**src/rtl/vga_text_pkg.sv**
```systemverilog
package vga_text_pkg;
  // Flags that travel with the pixel through the output delay.
  typedef struct packed {
    logic hs_act;  // horizontal sync pulse active
    logic vs_act;  // vertical sync pulse active
    logic vis;     // inside visible window
  } sync_bits_t;

  localparam int SYNC_BITS_W = $bits(sync_bits_t);
endpackage

```
**src/rtl/vga_scan_counter.sv**
```systemverilog
module vga_scan_counter #(
  parameter int H_TOTAL = 800,
  parameter int V_TOTAL = 525,
  parameter int COL_W   = 10,
  parameter int ROW_W   = 10
) (
  input  logic             clk,
  input  logic             rst_n,
  output logic [COL_W-1:0] col,
  output logic [ROW_W-1:0] row
);
  logic             col_end, row_end;
  logic [COL_W-1:0] col_d;
  logic [ROW_W-1:0] row_d;

  always_comb begin
    col_end = (col == COL_W'(H_TOTAL - 1));
    row_end = (row == ROW_W'(V_TOTAL - 1));
    col_d   = col_end ? '0 : col + 1'b1;
    row_d   = row;
    if (col_end) row_d = row_end ? '0 : row + 1'b1;
  end

  always_ff @(posedge clk or negedge rst_n) begin
    if (!rst_n) begin
      col <= '0;
      row <= '0;
    end else begin
      col <= col_d;
      row <= row_d;
    end
  end
endmodule

```
**src/rtl/vga_sync_decode.sv**
```systemverilog
module vga_sync_decode
  import vga_text_pkg::*;
#(
  parameter int H_ACTIVE = 640,
  parameter int HS_START = 656,
  parameter int HS_END   = 752,
  parameter int V_ACTIVE = 480,
  parameter int VS_START = 490,
  parameter int VS_END   = 492,
  parameter int COL_W    = 10,
  parameter int ROW_W    = 10
) (
  input  logic             clk,
  input  logic             rst_n,
  input  logic [COL_W-1:0] col,
  input  logic [ROW_W-1:0] row,
  output sync_bits_t       flags
);
  logic vs_q, vs_d, vs_arm, vs_hit;

  always_comb begin
    // Vertical state is re-evaluated once per line, just before the
    // horizontal pulse begins, so both flags change together.
    vs_arm = (col == COL_W'(HS_START - 1));
    vs_hit = (row >= ROW_W'(VS_START)) && (row < ROW_W'(VS_END));
    vs_d   = vs_arm ? vs_hit : vs_q;

    flags.hs_act = (col >= COL_W'(HS_START)) && (col < COL_W'(HS_END));
    flags.vs_act = vs_q;
    flags.vis    = (col < COL_W'(H_ACTIVE)) && (row < ROW_W'(V_ACTIVE));
  end

  always_ff @(posedge clk or negedge rst_n) begin
    if (!rst_n) vs_q <= 1'b0;
    else        vs_q <= vs_d;
  end
endmodule

```
**src/rtl/vga_delay_line.sv**
```systemverilog
module vga_delay_line #(
  parameter int W     = 3,
  parameter int DEPTH = 8
) (
  input  logic         clk,
  input  logic         rst_n,
  input  logic [W-1:0] din,
  output logic [W-1:0] dout
);
  for (genvar i = 0; i < DEPTH; i++) begin : g_stage
    logic [W-1:0] q;
    logic [W-1:0] d;
    if (i == 0) begin : g_head
      assign d = din;
    end else begin : g_tail
      assign d = g_stage[i-1].q;
    end
    always_ff @(posedge clk or negedge rst_n) begin
      if (!rst_n) q <= '0;
      else        q <= d;
    end
  end

  assign dout = g_stage[DEPTH-1].q;
endmodule

```
**src/rtl/vga_cell_fetch.sv**
```systemverilog
module vga_cell_fetch #(
  parameter int CELL_W = 8,
  parameter int IRGB_W = 4,
  localparam int CW_BITS = $clog2(CELL_W),
  localparam int ATTR_W  = 2 * IRGB_W
) (
  input  logic              clk,
  input  logic              rst_n,
  input  logic [CW_BITS-1:0] px,
  input  logic [CELL_W-1:0] font_row,
  input  logic [ATTR_W-1:0] color_byte,
  output logic [CELL_W-1:0] font_q,
  output logic [IRGB_W-1:0] pix
);
  logic              load, bit_on;
  logic [CELL_W-1:0] font_d;
  logic [ATTR_W-1:0] color_q, color_d;

  always_comb begin
    // Capture the next cell in the final clock of the current one.
    load    = (px == CW_BITS'(CELL_W - 1));
    font_d  = load ? font_row   : font_q;
    color_d = load ? color_byte : color_q;
    bit_on  = font_q[CW_BITS'(CELL_W - 1) - px];
    pix     = bit_on ? color_q[ATTR_W-1:IRGB_W] : color_q[IRGB_W-1:0];
  end

  always_ff @(posedge clk or negedge rst_n) begin
    if (!rst_n) begin
      font_q  <= '0;
      color_q <= '0;
    end else begin
      font_q  <= font_d;
      color_q <= color_d;
    end
  end
endmodule

```
**src/rtl/vga_text_pixel_gen.sv**
```systemverilog
module vga_text_pixel_gen
  import vga_text_pkg::*;
#(
  parameter int H_ACTIVE = 640,
  parameter int H_FRONT  = 16,
  parameter int H_SYNC   = 96,
  parameter int H_BACK   = 48,
  parameter int V_ACTIVE = 480,
  parameter int V_FRONT  = 10,
  parameter int V_SYNC   = 2,
  parameter int V_BACK   = 33,
  parameter int COL_W    = 10,
  parameter int ROW_W    = 10,
  parameter int CELL_W   = 8,
  parameter int CELL_H   = 16,
  parameter int CHAR_W   = 8,
  parameter int IRGB_W   = 4,
  localparam int CW_BITS  = $clog2(CELL_W),
  localparam int CH_BITS  = $clog2(CELL_H),
  localparam int RFLD_W   = ROW_W - 1 - CH_BITS,
  localparam int CFLD_W   = COL_W - CW_BITS,
  localparam int ADDR_W   = RFLD_W + CFLD_W,
  localparam int FADDR_W  = CHAR_W + CH_BITS
) (
  input  logic               clk,
  input  logic               rst_n,
  output logic [ADDR_W-1:0]  vram_addr,
  input  logic [CHAR_W-1:0]  char_code,
  input  logic [2*IRGB_W-1:0] color_byte,
  output logic [FADDR_W-1:0] font_addr,
  input  logic [CELL_W-1:0]  font_row,
  output logic               hsync_n,
  output logic               vsync_n,
  output logic [IRGB_W-1:0]  irgb
);
  localparam int H_TOTAL  = H_ACTIVE + H_FRONT + H_SYNC + H_BACK;
  localparam int V_TOTAL  = V_ACTIVE + V_FRONT + V_SYNC + V_BACK;
  localparam int HS_START = H_ACTIVE + H_FRONT;
  localparam int VS_START = V_ACTIVE + V_FRONT;

  logic [1:0]        rst_sync;
  logic              rst_q_n;
  logic [COL_W-1:0]  col;
  logic [ROW_W-1:0]  row;
  sync_bits_t        flags_raw, flags_dly;
  logic [SYNC_BITS_W-1:0] dly_vec;
  logic [CELL_W-1:0] font_q;
  logic [IRGB_W-1:0] pix_raw;

  // Reset asserts at once and is released on the clock.
  always_ff @(posedge clk or negedge rst_n) begin
    if (!rst_n) rst_sync <= '0;
    else        rst_sync <= {rst_sync[0], 1'b1};
  end
  assign rst_q_n = rst_sync[1];

  vga_scan_counter #(.H_TOTAL(H_TOTAL), .V_TOTAL(V_TOTAL),
                     .COL_W(COL_W), .ROW_W(ROW_W)) u_cnt (
    .clk(clk), .rst_n(rst_q_n), .col(col), .row(row));

  vga_sync_decode #(.H_ACTIVE(H_ACTIVE), .HS_START(HS_START),
                    .HS_END(HS_START + H_SYNC), .V_ACTIVE(V_ACTIVE),
                    .VS_START(VS_START), .VS_END(VS_START + V_SYNC),
                    .COL_W(COL_W), .ROW_W(ROW_W)) u_sync (
    .clk(clk), .rst_n(rst_q_n), .col(col), .row(row), .flags(flags_raw));

  vga_delay_line #(.W(SYNC_BITS_W), .DEPTH(CELL_W)) u_dly (
    .clk(clk), .rst_n(rst_q_n), .din(flags_raw), .dout(dly_vec));
  assign flags_dly = dly_vec;

  vga_cell_fetch #(.CELL_W(CELL_W), .IRGB_W(IRGB_W)) u_fetch (
    .clk(clk), .rst_n(rst_q_n), .px(col[CW_BITS-1:0]),
    .font_row(font_row), .color_byte(color_byte),
    .font_q(font_q), .pix(pix_raw));

  always_comb begin
    vram_addr = {row[ROW_W-2:CH_BITS], col[COL_W-1:CW_BITS]};
    font_addr = {char_code, row[CH_BITS-1:0]};
    hsync_n   = ~flags_dly.hs_act;
    vsync_n   = ~flags_dly.vs_act;
    irgb      = flags_dly.vis ? pix_raw : '0;
  end
endmodule

```
**config.mk**
```make
export PLATFORM = sky130hd
export DESIGN_NAME = vga_text_pixel_gen
export DESIGN_NICKNAME = d
export VERILOG_FILES = /design/src/rtl/vga_text_pkg.sv /design/src/rtl/vga_scan_counter.sv /design/src/rtl/vga_sync_decode.sv /design/src/rtl/vga_delay_line.sv /design/src/rtl/vga_cell_fetch.sv /design/src/rtl/vga_text_pixel_gen.sv
export SDC_FILE = /design/constraint.sdc
export NUM_CORES = 1
export LEC_CHECK = 0
export CAP_MARGIN = 40
export CORE_MARGIN = 2
export CORE_UTILIZATION = 47
export DETAILED_ROUTE_END_ITERATION = 10
export PLACE_DENSITY = 0.72
export REMOVE_ABC_BUFFERS = 1
export SYNTH_ARGS = -nofsm -noshare
export SYNTH_HDL_FRONTEND = slang
export SYNTH_SLANG_ARGS = --single-unit
```
**constraint.sdc**
```tcl
create_clock -name clk -period 2.3 [get_ports clk]
set_input_delay 0.575 -clock clk [delete_from_list [all_inputs] [get_ports clk]]
set_output_delay 0.575 -clock clk [all_outputs]
set_load 0.01 [all_outputs]
```
## Word-level counts from Yosys, hierarchy flattened

Index checks and enable logic that the tools add are counted.

- Bits in registers: 63
- Bits of input ports: 26
- Output and inout port bits: 30
- Word-level logic and storage cells: 39

- Add/subtract/negate cells: 3
- Order comparisons: 7
- Equality and inequality tests: 4
- Mux-type cells: 6
- Bitwise operators: 2
- Reduce and logical (&&, ||, !) cells: 3

Operators with widths:

| cell | number |
|---|---|
| $eq 10x10->1 const B | 3 |
| $add 10x1->10 const B | 2 |
| $lt 10x10->1 const B | 2 |
| $lt 10x9->1 const B | 2 |
| $mux 10 | 2 |
| $ge 10x10->1 const B | 1 |
| $ge 10x9->1 const B | 1 |
| $mux 4 | 2 |
| $lt 3x4->1 const B | 1 |
| $bmux 1 s3 | 1 |
| $eq 3x3->1 const B | 1 |
| $logic_and 1x1->1 | 3 |
| $sub 3x3->3 const A | 1 |
| $not 1->1 | 2 |
| $mux 1 | 1 |

## Logic depth before layout (Yosys ltp)

Gate-level depths: netlist of run 1.

- Depth after elaboration: 5
- Mapped depth: 6
- Depth with buffers taken out: 6

## Hierarchy

Synthesis of run 1 repeated with hierarchy kept, for this count alone.

- Cell total of the unflattened synthesis: 199
- Area, all modules: 2661.3 um^2

By module, submodules not included:

| module | instances | cells an instance | area each (um^2) | seq. area each (um^2) |
|---|---|---|---|---|
| vga_scan_counter | 1 | 94 | 1049.8 | 500.5 |
| vga_cell_fetch | 1 | 49 | 732.0 | 400.4 |
| vga_delay_line | 1 | 24 | 600.6 | 600.6 |
| vga_text_pixel_gen | 1 | 17 | 146.4 | 50.0 |
| vga_sync_decode | 1 | 15 | 132.6 | 25.0 |

## Worst setup path before layout of run 1

OpenSTA, ideal clock, no wires.

- Kind: register to output
- Start point: register u_cnt.col[0]
- End point: output port irgb[0]
- Arrival: 1.543 ns
- Data required time: 1.725 ns
- Path slack: 0.182 ns
- Cell stages (with the launch flop): 5
- Buffers on the path: 0
- Cells stage by stage: dfrtp_1 mux4_2 mux2i_1 nand3_1 o21ai_0

- Word-level cells in the longest chain between the ends: 5

RTL lines:

| what | line | text |
|---|---|---|
| start: declaration | vga_scan_counter.sv:9 | `output logic [COL_W-1:0] col,` |
| start signal: assignment | vga_scan_counter.sv:29 | `col <= col_d;` |
| $sub 3x3->3 | vga_cell_fetch.sv:24 | `bit_on = font_q[CW_BITS'(CELL_W - 1) - px];` |
| $bmux 1 s3 | vga_cell_fetch.sv:24 |  |
| $mux 1 (implied by the code) | vga_cell_fetch.sv:24 |  |
| $mux 4 | vga_cell_fetch.sv:25 | `pix = bit_on ? color_q[ATTR_W-1:IRGB_W] : color_q[IRGB_W-1:0];` |
| $mux 4 | vga_text_pixel_gen.sv:81 | `irgb = flags_dly.vis ? pix_raw : '0;` |
| end: declaration | vga_text_pixel_gen.sv:34 | `output logic [IRGB_W-1:0] irgb` |

Every way passes these cells. The select of a mux whose other input is x is not followed.

## Final worst setup path of run 1

Ends and elaborated chain as after synthesis.

==> results of run 1 <==
routing by layer:
layer | share of wire | vias up | GRT usage
met5 | 0 | - | 0
met4 | 0.019 | 0 | 0.07069
met3 | 0.055 | 11 | 0.05455
met2 | 0.48 | 60 | 0.2754
met1 | 0.45 | 805 | 0.2172
li1 | - | 769 | -
area by class of cell:
type,count,area [sq um],area share
clock buffers,12,155.1,0.04865
clock inverters,4,31.28,0.009808
inverters,7,26.28,0.008239
multi-input cells,111,849.6,0.2664
flip-flops and latches,63,1579,0.4951
well taps,72,90.09,0.02825
repair buffers,49,457.9,0.1436
worst max-delay path: cells and delay by family, from the launching register on:
kind | cells | cell delay, ps
AND/OR/NAND/NOR | 1 | 70
buffers and inverters | 2 | 330
AO/OA/AOI/OAI | 1 | 90
flip-flops | 1 | 400
multiplexers | 2 | 640
Yosys cell counts, drive strengths merged (3+ instances only):
cell type	number	area (sq um)
nor3	3	15.01
nand3	8	40.04
xnor2	6	52.55
dfrtp	63	1577
buf	28	207.7
nand2	13	48.80
xor2	3	26.28
nand4	6	37.54
ha	4	50.05
nor2	9	36.29
nor4	3	18.77
or3	3	18.77
o21ai	8	40.04
inv	7	26.28
clkbuf	4	15.01
mux2	18	202.7
cell usage in the layout, fill, tap and decap left out, types with 2 or more instances in the layout:
cell type        Yosys  layout
o21ai_0              8       5
and2_1               2       2
o21ai_1              0       3
nor4_1               3       3
or3_1                3       3
xor2_1               3       3
nor4b_1              2       2
clkbuf_8             0      11
ha_1                 4       4
inv_1                7       7
mux2_2              18      18
nand3_1              8       5
and4_1               2       2
and3_1               2       2
mux2i_1              2       2
mux4_2               2       2
buf_2                1       4
clkdlybuf4s50_1      0      35
a31oi_1              2       2
nand3_2              0       3
dfrtp_1             63      61
clkinvlp_4           0       3
nand4_1              6       6
nor2_1               8       8
xnor2_1              6       6
buf_4               25       9
dfrtp_2              0       2
nand2_1             13      13
nor3_1               3       3
kinds of logic (layout without fill, tap and decap cells):
family / after synthesis / count (layout) / synth area share
and+or+nand+nor: 60 / 60 / 0.1247
muxes: 22 / 22 / 0.1007
AOI/OAI and AO/OA: 15 / 15 / 0.03857
DFF: 63 / 63 / 0.5927
xor gates and xnor gates: 9 / 9 / 0.02963
buffers and inverters: 39 / 72 / 0.09360
adders and majority gates: 4 / 4 / 0.01882
other: 1 / 1 / 0.001410
sequential cells by signal, summed over array words and instances, names as in the netlist:
| register | flops |
|---|---|
| u_cnt.col | 10 |
| u_sync.vs_q | 1 |
| u_cnt.row | 10 |
| u_fetch.color_q | 8 |
| u_dly.dout | 3 |
| u_dly.g_stage.q | 21 |
| rst_sync | 2 |
| u_fetch.font_q | 8 |
where the power goes:
part	switching, mW	internal [mW]	total [mW]
Combinational	0.0314	0.0508	0.0822
Clock	0.407	0.452	0.859
Sequential	0.0172	1.12	1.14
Total	0.456	1.63	2.08
per-stage QoR:
step	setup slack (ps)	cells
floorplan	182.0	181
global placement	-180.4	301
detailed placement	-227.5	301
CTS	-182.4	317
global route	-290.4	318
finish	-146.2	318
repair_timing:
action,CTS,global route
gates cloned,0,0
resized for setup,20,3
endpoints found under the setup margin,4,4
setup buffers,0,1
how the worst max path moves through the flow:
| stage | start | end | slack [ps] | cells past startpoint |
|---|---|---|---|---|
| 2_1_floorplan | u_cnt.col[0] | irgb[0] | 180 | 4 |
| 3_3_place_gp | u_cnt.col[0] | irgb[3] | -180 | 6 |
| 3_5_place_dp | u_cnt.col[0] | irgb[0] | -230 | 6 |
| 4_1_cts | u_cnt.col[0] | irgb[1] | -180 | 6 |
| 5_1_grt | u_cnt.col[0] | irgb[0] | -290 | 6 |
| 6_report | u_cnt.col[0] | irgb[0] | -150 | 6 |
==> reports/metrics.yaml, run 1 <==
run_status:
  outcome: "complete, but fails checks"
  failed_checks: "negative setup slack"
route:
  drt_first_pass_iters: 4
  drt-vias-per-instance: 5.173
  wirelength_um: 4697
  route.detailed.drc: 0
  vias: 1645
  ant_nets: 0
  wl_per_cell_um: 14.77
  dr.first_iter.drc_count: 80
clock_tree:
  cts_tree: "built"
  clkSinkCount: 63
  h-tree-depth: 3
  cts_made_buffers: 9
  cts_hold_buf: 0
  clk_path_buf_depth: 2
  path_clk_slew_ps: 70
  clockRootBuffer: "clkbuf_8"
  clock_latency_ps: 330
sta:
  tightest_slew_ps: 558.1
  period_share: 1.064
  whs_ps: 263.4
  slew_headroom: 0.6280
  setup_violations: 4
  fin_ws_ps: -146.2
  fin_skew_ps: 10.16
  min_period_ps: 2446
  tns_ps: -539.0
  hold_violations: 0
  max_freq_mhz: 408.8
  final-max-slew-violation-count: 0
  rsz0062_at_grt: "true"
finish:
  syn_to_final_growth_pct: 19.90
  layout.nets: 271
  final_area_sq_um: 3189
  final_core_util: 0.5828
  antenna_cells: 0
  fillers: 484
  drive_gt1_frac: 0.2358
die:
  die_y_um: 79.23
  start_util: 0.4861
  coreArea_sq_um: 5473
  chipWidth_um: 79.23
  io_pins: 56
  dieArea_sq_um: 6277
  rows: 27
job:
  drv.max_cap_violation_count: 0
power:
  irDropWorstVdd_uv: 307.2
  power_mw: 2.082
  p_leak_nw: 1.377
  p_per_area_nw_per_um2: 652.9
placed_design:
  place_hpwl_um: 3236
  routabilityCongestion: 0.8390
  place_area_sq_um: 2999
  io_buffers: 39
grt:
  gr-total-overflow: 0
  grt_pass1_wl_um: 8142
  track_usage: 0.1720
  grt_pass1_vias: 1678
  grt_max_degree: 38
  antenna_found_initial: 0
synthesis:
  ys_seq_area_frac: 0.5927
  ys_ff_latch: 63
  ys.flop_type: "dfrtp_1"
  synth_cell_types: 40
  syn_area_sq_um: 2660
  synth-edff-count: 0
  syn_area_per_cell_sq_um: 12.49
  ys_warn_count: 0
  async_flop_share: 1.000
  syn_inst: 213
setup_path:
  crit_path_cell_trace: "mux4_2 -> mux2i_1 -> buf_4 -> nand3_2 -> o21ai_1 -> buf_2"
  cp_slowest_cell: "mux4_2"
  crit_type: "flip-flop to output port"
  worst-path-max-fanout: 8
  reg2reg_to: "u_cnt.row[3]"
  cp.required_ps: 1730
  critPathLaunchType: "flip-flop"
  cp.arrival_ps: 1870
  cpPeakStageDelay_ps: 500
  endpoint_kind: "output port"
  r2r_start: "u_cnt.col[0]"
  r2r.worst_path.cells: 5
  rrSetupSlack_ps: 280
worst_hold_path:
  hp-class: "flip-flop to asynchronous set/reset pin"
Power figures use the tool's default switching activity.
==> inputs of run 2 (changes only) <==
--- a/config.mk
+++ b/config.mk
@@ -7,9 +7,9 @@
 export LEC_CHECK = 0
 export CAP_MARGIN = 40
 export CORE_MARGIN = 2
-export CORE_UTILIZATION = 47
+export CORE_UTILIZATION = 50
 export DETAILED_ROUTE_END_ITERATION = 10
-export PLACE_DENSITY = 0.72
+export PLACE_DENSITY = 0.77
 export REMOVE_ABC_BUFFERS = 1
 export SYNTH_ARGS = -nofsm -noshare
 export SYNTH_HDL_FRONTEND = slang
==> run 2 against run 1 <==
The run still ends with negative setup slack left. Core utilization grew 3.4 points. Critical path type unchanged. Global-route usage fell by 0.37 points. Critical endpoint is now irgb[3]. Combinational power grew 3.0%. Sequential power about the same. Cell area fell by 1.3%. Die area shrank 5.7%. Highest routed layer unchanged. Power down 0.57%. Clock-buffer cell count fell by 2. Clock power is 0.6% lower.
==> reports/metrics.yaml, run 2 (synthesis results as in run 1) <==
power:
  p_sw_uw: 476.2  # +4.5%
  irDropWorstVdd_uv: 392.5  # +28%
  p_clk_frac: 0.413  # about the same
  internal-power_mw: 1.594  # -2.0%
  sequentialPowerShare: 0.546  # -0.002
  p_leak_nw: 1.371  # -0.43%
  p_per_area_nw_per_um2: 657.6  # +0.73%
  sw_frac_of_total: 0.2300  # +0.01110
  comb_power_share: 0.041  # +0.002
  power_mw: 2.070  # -0.57%
route:
  drt-vias-per-instance: 5.137  # -0.70%
  wirelength_um: 4391  # -6.5%
  ant_nets: 0  # unchanged
  wl_per_cell_um: 13.98  # -5.3%
  dr.first_iter.drc_count: 103  # +29%
  route.detailed.drc: 0  # unchanged
  drt_first_pass_iters: 4  # unchanged
  vias: 1613  # -1.9%
worst_hold_path:
  hp-class: "flip-flop to flip-flop"
  holdPathStages: 0
  min_from: "u_dly.g_stage[0].q[2]"
  whs_endpoint: "u_dly.g_stage[1].q[2]"
placed_design:
  place_hpwl_um: 2933  # -9.4%
  placed_cells: 298  # -1.0%
  place_area_sq_um: 2977  # -0.75%
  io_buffers: 39  # unchanged
  routabilityCongestion: 0.8266  # -1.5%
clock_tree:
  h-tree-depth: 3  # unchanged
  clockRootBuffer: "clkbuf_8"
  cts_tree: "built"
  cts_setup_buffers: 0  # unchanged
  clkSinkCount: 63  # unchanged
  clock_latency_ps: 330  # about the same
  cts_made_buffers: 9  # unchanged
  clk_path_buf_depth: 2  # unchanged
  path_clk_slew_ps: 70  # about the same
  cts_hold_buf: 0  # unchanged
setup_path:
  r2r.worst_path.cells: 5  # unchanged
  crit_buf_inv: 2  # unchanged
  rrSetupSlack_ps: 240  # -40 ps
  crit_type: "flip-flop to output port"
  r2r_start: "u_cnt.col[0]"
  crit_path_cell_trace: "mux4_2 -> mux2i_1 -> buf_4 -> nand3_1 -> o21ai_0 -> buf_2"
  critPathLaunch: "u_cnt.col[0]"
  endpoint_kind: "output port"
  critPathLaunchType: "flip-flop"
  worst-path-max-fanout: 8  # unchanged
  cpPeakStageDelay_ps: 510  # about the same
  cp.required_ps: 1730  # about the same
  cp.arrival_ps: 1870  # about the same
  reg2reg_to: "u_cnt.row[3]"
  cp_slowest_cell: "mux4_2"
  critical_path.top_delay_family: "multiplexers"
finish:
  instances_no_fill: 314  # -1.3%
  antenna_cells: 0  # unchanged
  syn_to_final_growth_pct: 18.34
  final_core_util: 0.6164  # +0.03360
  reg_top3: "u_dly.g_stage.q (21), u_cnt.col (10), u_cnt.row (10)"
  layout.nets: 269  # -0.74%
  final_common_cell: "dfrtp_1"
  drive_gt1_frac: 0.2254  # -0.01036
  final_cell_mix: "62 x dfrtp_1, 35 x clkdlybuf4s50_1, 18 x mux2_2, 13 x nand2_1, 10 x clkbuf_8"
  largest_reg_flops: 21  # unchanged
  top_register: "u_dly.g_stage.q"
  final_area_sq_um: 3148  # -1.3%
die:
  die_y_um: 76.94  # -2.9%
  rows: 26  # -3.7%
  start_util: 0.5208  # +0.03477
  coreArea_sq_um: 5107  # -6.7%
  io_pins: 56  # unchanged
  chipWidth_um: 76.94  # -2.9%
  dieArea_sq_um: 5920  # -5.7%
sta:
  fin_skew_ps: 6.297  # -3.862 ps
  max_freq_mhz: 409.5  # +0.17%
  setup_violations: 4  # unchanged
  hold_violations: 0  # unchanged
  tightest_slew_ps: 721.7  # +163.6 ps
  min_period_ps: 2442  # -4.101 ps
  slew_headroom: 0.5189  # -0.1091
  period_share: 1.062  # -0.001783
  whs_ps: 347.5  # +84.05 ps
  fin_ws_ps: -142.1  # +4.101 ps
  final-max-slew-violation-count: 0  # unchanged
  rsz0062_at_grt: "true"
grt:
  grt_max_degree: 62  # +63%
  track_usage: 0.1682  # -0.003728
  antenna_found_initial: 0  # unchanged
  grt_pass1_vias: 1620  # -3.5%
  grt_pass1_wl_um: 7665  # -5.9%
  gr-total-overflow: 0  # unchanged
job:
  drv.max_cap_violation_count: 0  # unchanged
run_status:
  failed_checks: "negative setup slack"
  outcome: "complete, but fails checks"
[run 2: worst register-to-register path, delay by kind of cell (launching register included)]
kind | cells | cell delay, ps
compound gates | 1 | 390
buf+inv | 1 | 160
flops | 1 | 410
simple gates | 2 | 810
fa+ha+maj | 1 | 180
[run 2: what timing repair did]
action	4_1_cts	5_1_grt
gates resized for setup	21	0
pin swaps	1	1
endpoints found under the setup margin	4	4
[run 2: worst max path at each step]
stage               slack [ps]       to  cells past startpoint
floorplan                  180  irgb[0]                      4
global placement          -180  irgb[1]                      6
detailed placement        -220  irgb[2]                      6
CTS                       -180  irgb[1]                      6
global route              -320  irgb[0]                      6
finish                    -140  irgb[3]                      6
[run 2: metrics by stage]
stage / setup slack (ps) / setup TNS, ps
floorplan: 182.0 / 0
global placement: -182.8 / -716.3
detailed placement: -220.3 / -812.2
CTS: -177.8 / -701.6
global route: -316.6 / -1229
finish: -142.1 / -557.4
[run 2: layout make-up]
cell class / count / area (sq um)
Timing Repair Buffer: 47 / 430.4
Inverter: 7 / 26.28
Clock buffer: 10 / 137.6
Clock inverter: 6 / 43.79
Tap cell: 70 / 87.58
Fill cell: 421 / 1959
Multi-Input combinational cell: 111 / 844.6
Sequential cell: 63 / 1578
[run 2: metal layers]
layer,vias to the layer above,track usage,wire length (um)
met1,795,0.2220,2059
li1,762,-,-
met3,6,0.05294,251
met2,50,0.2447,2019
met5,-,0,0
met4,0,0.09818,60
[run 2: power by group through the flow]
| stage | sequential (mW) | clock (mW) | combinational, mW |
|---|---|---|---|
| 6_report | 1.13 | 0.854 | 0.0847 |
| 5_1_grt | 1.13 | 0.936 | 0.0964 |
| 4_1_cts | 1.13 | 0.878 | 0.0876 |
| 3_5_place_dp | 1.15 | 0 | 0.0911 |
| 3_3_place_gp | 1.15 | 0 | 0.0889 |
| 2_1_floorplan | 1.16 | 0 | 0.0249 |
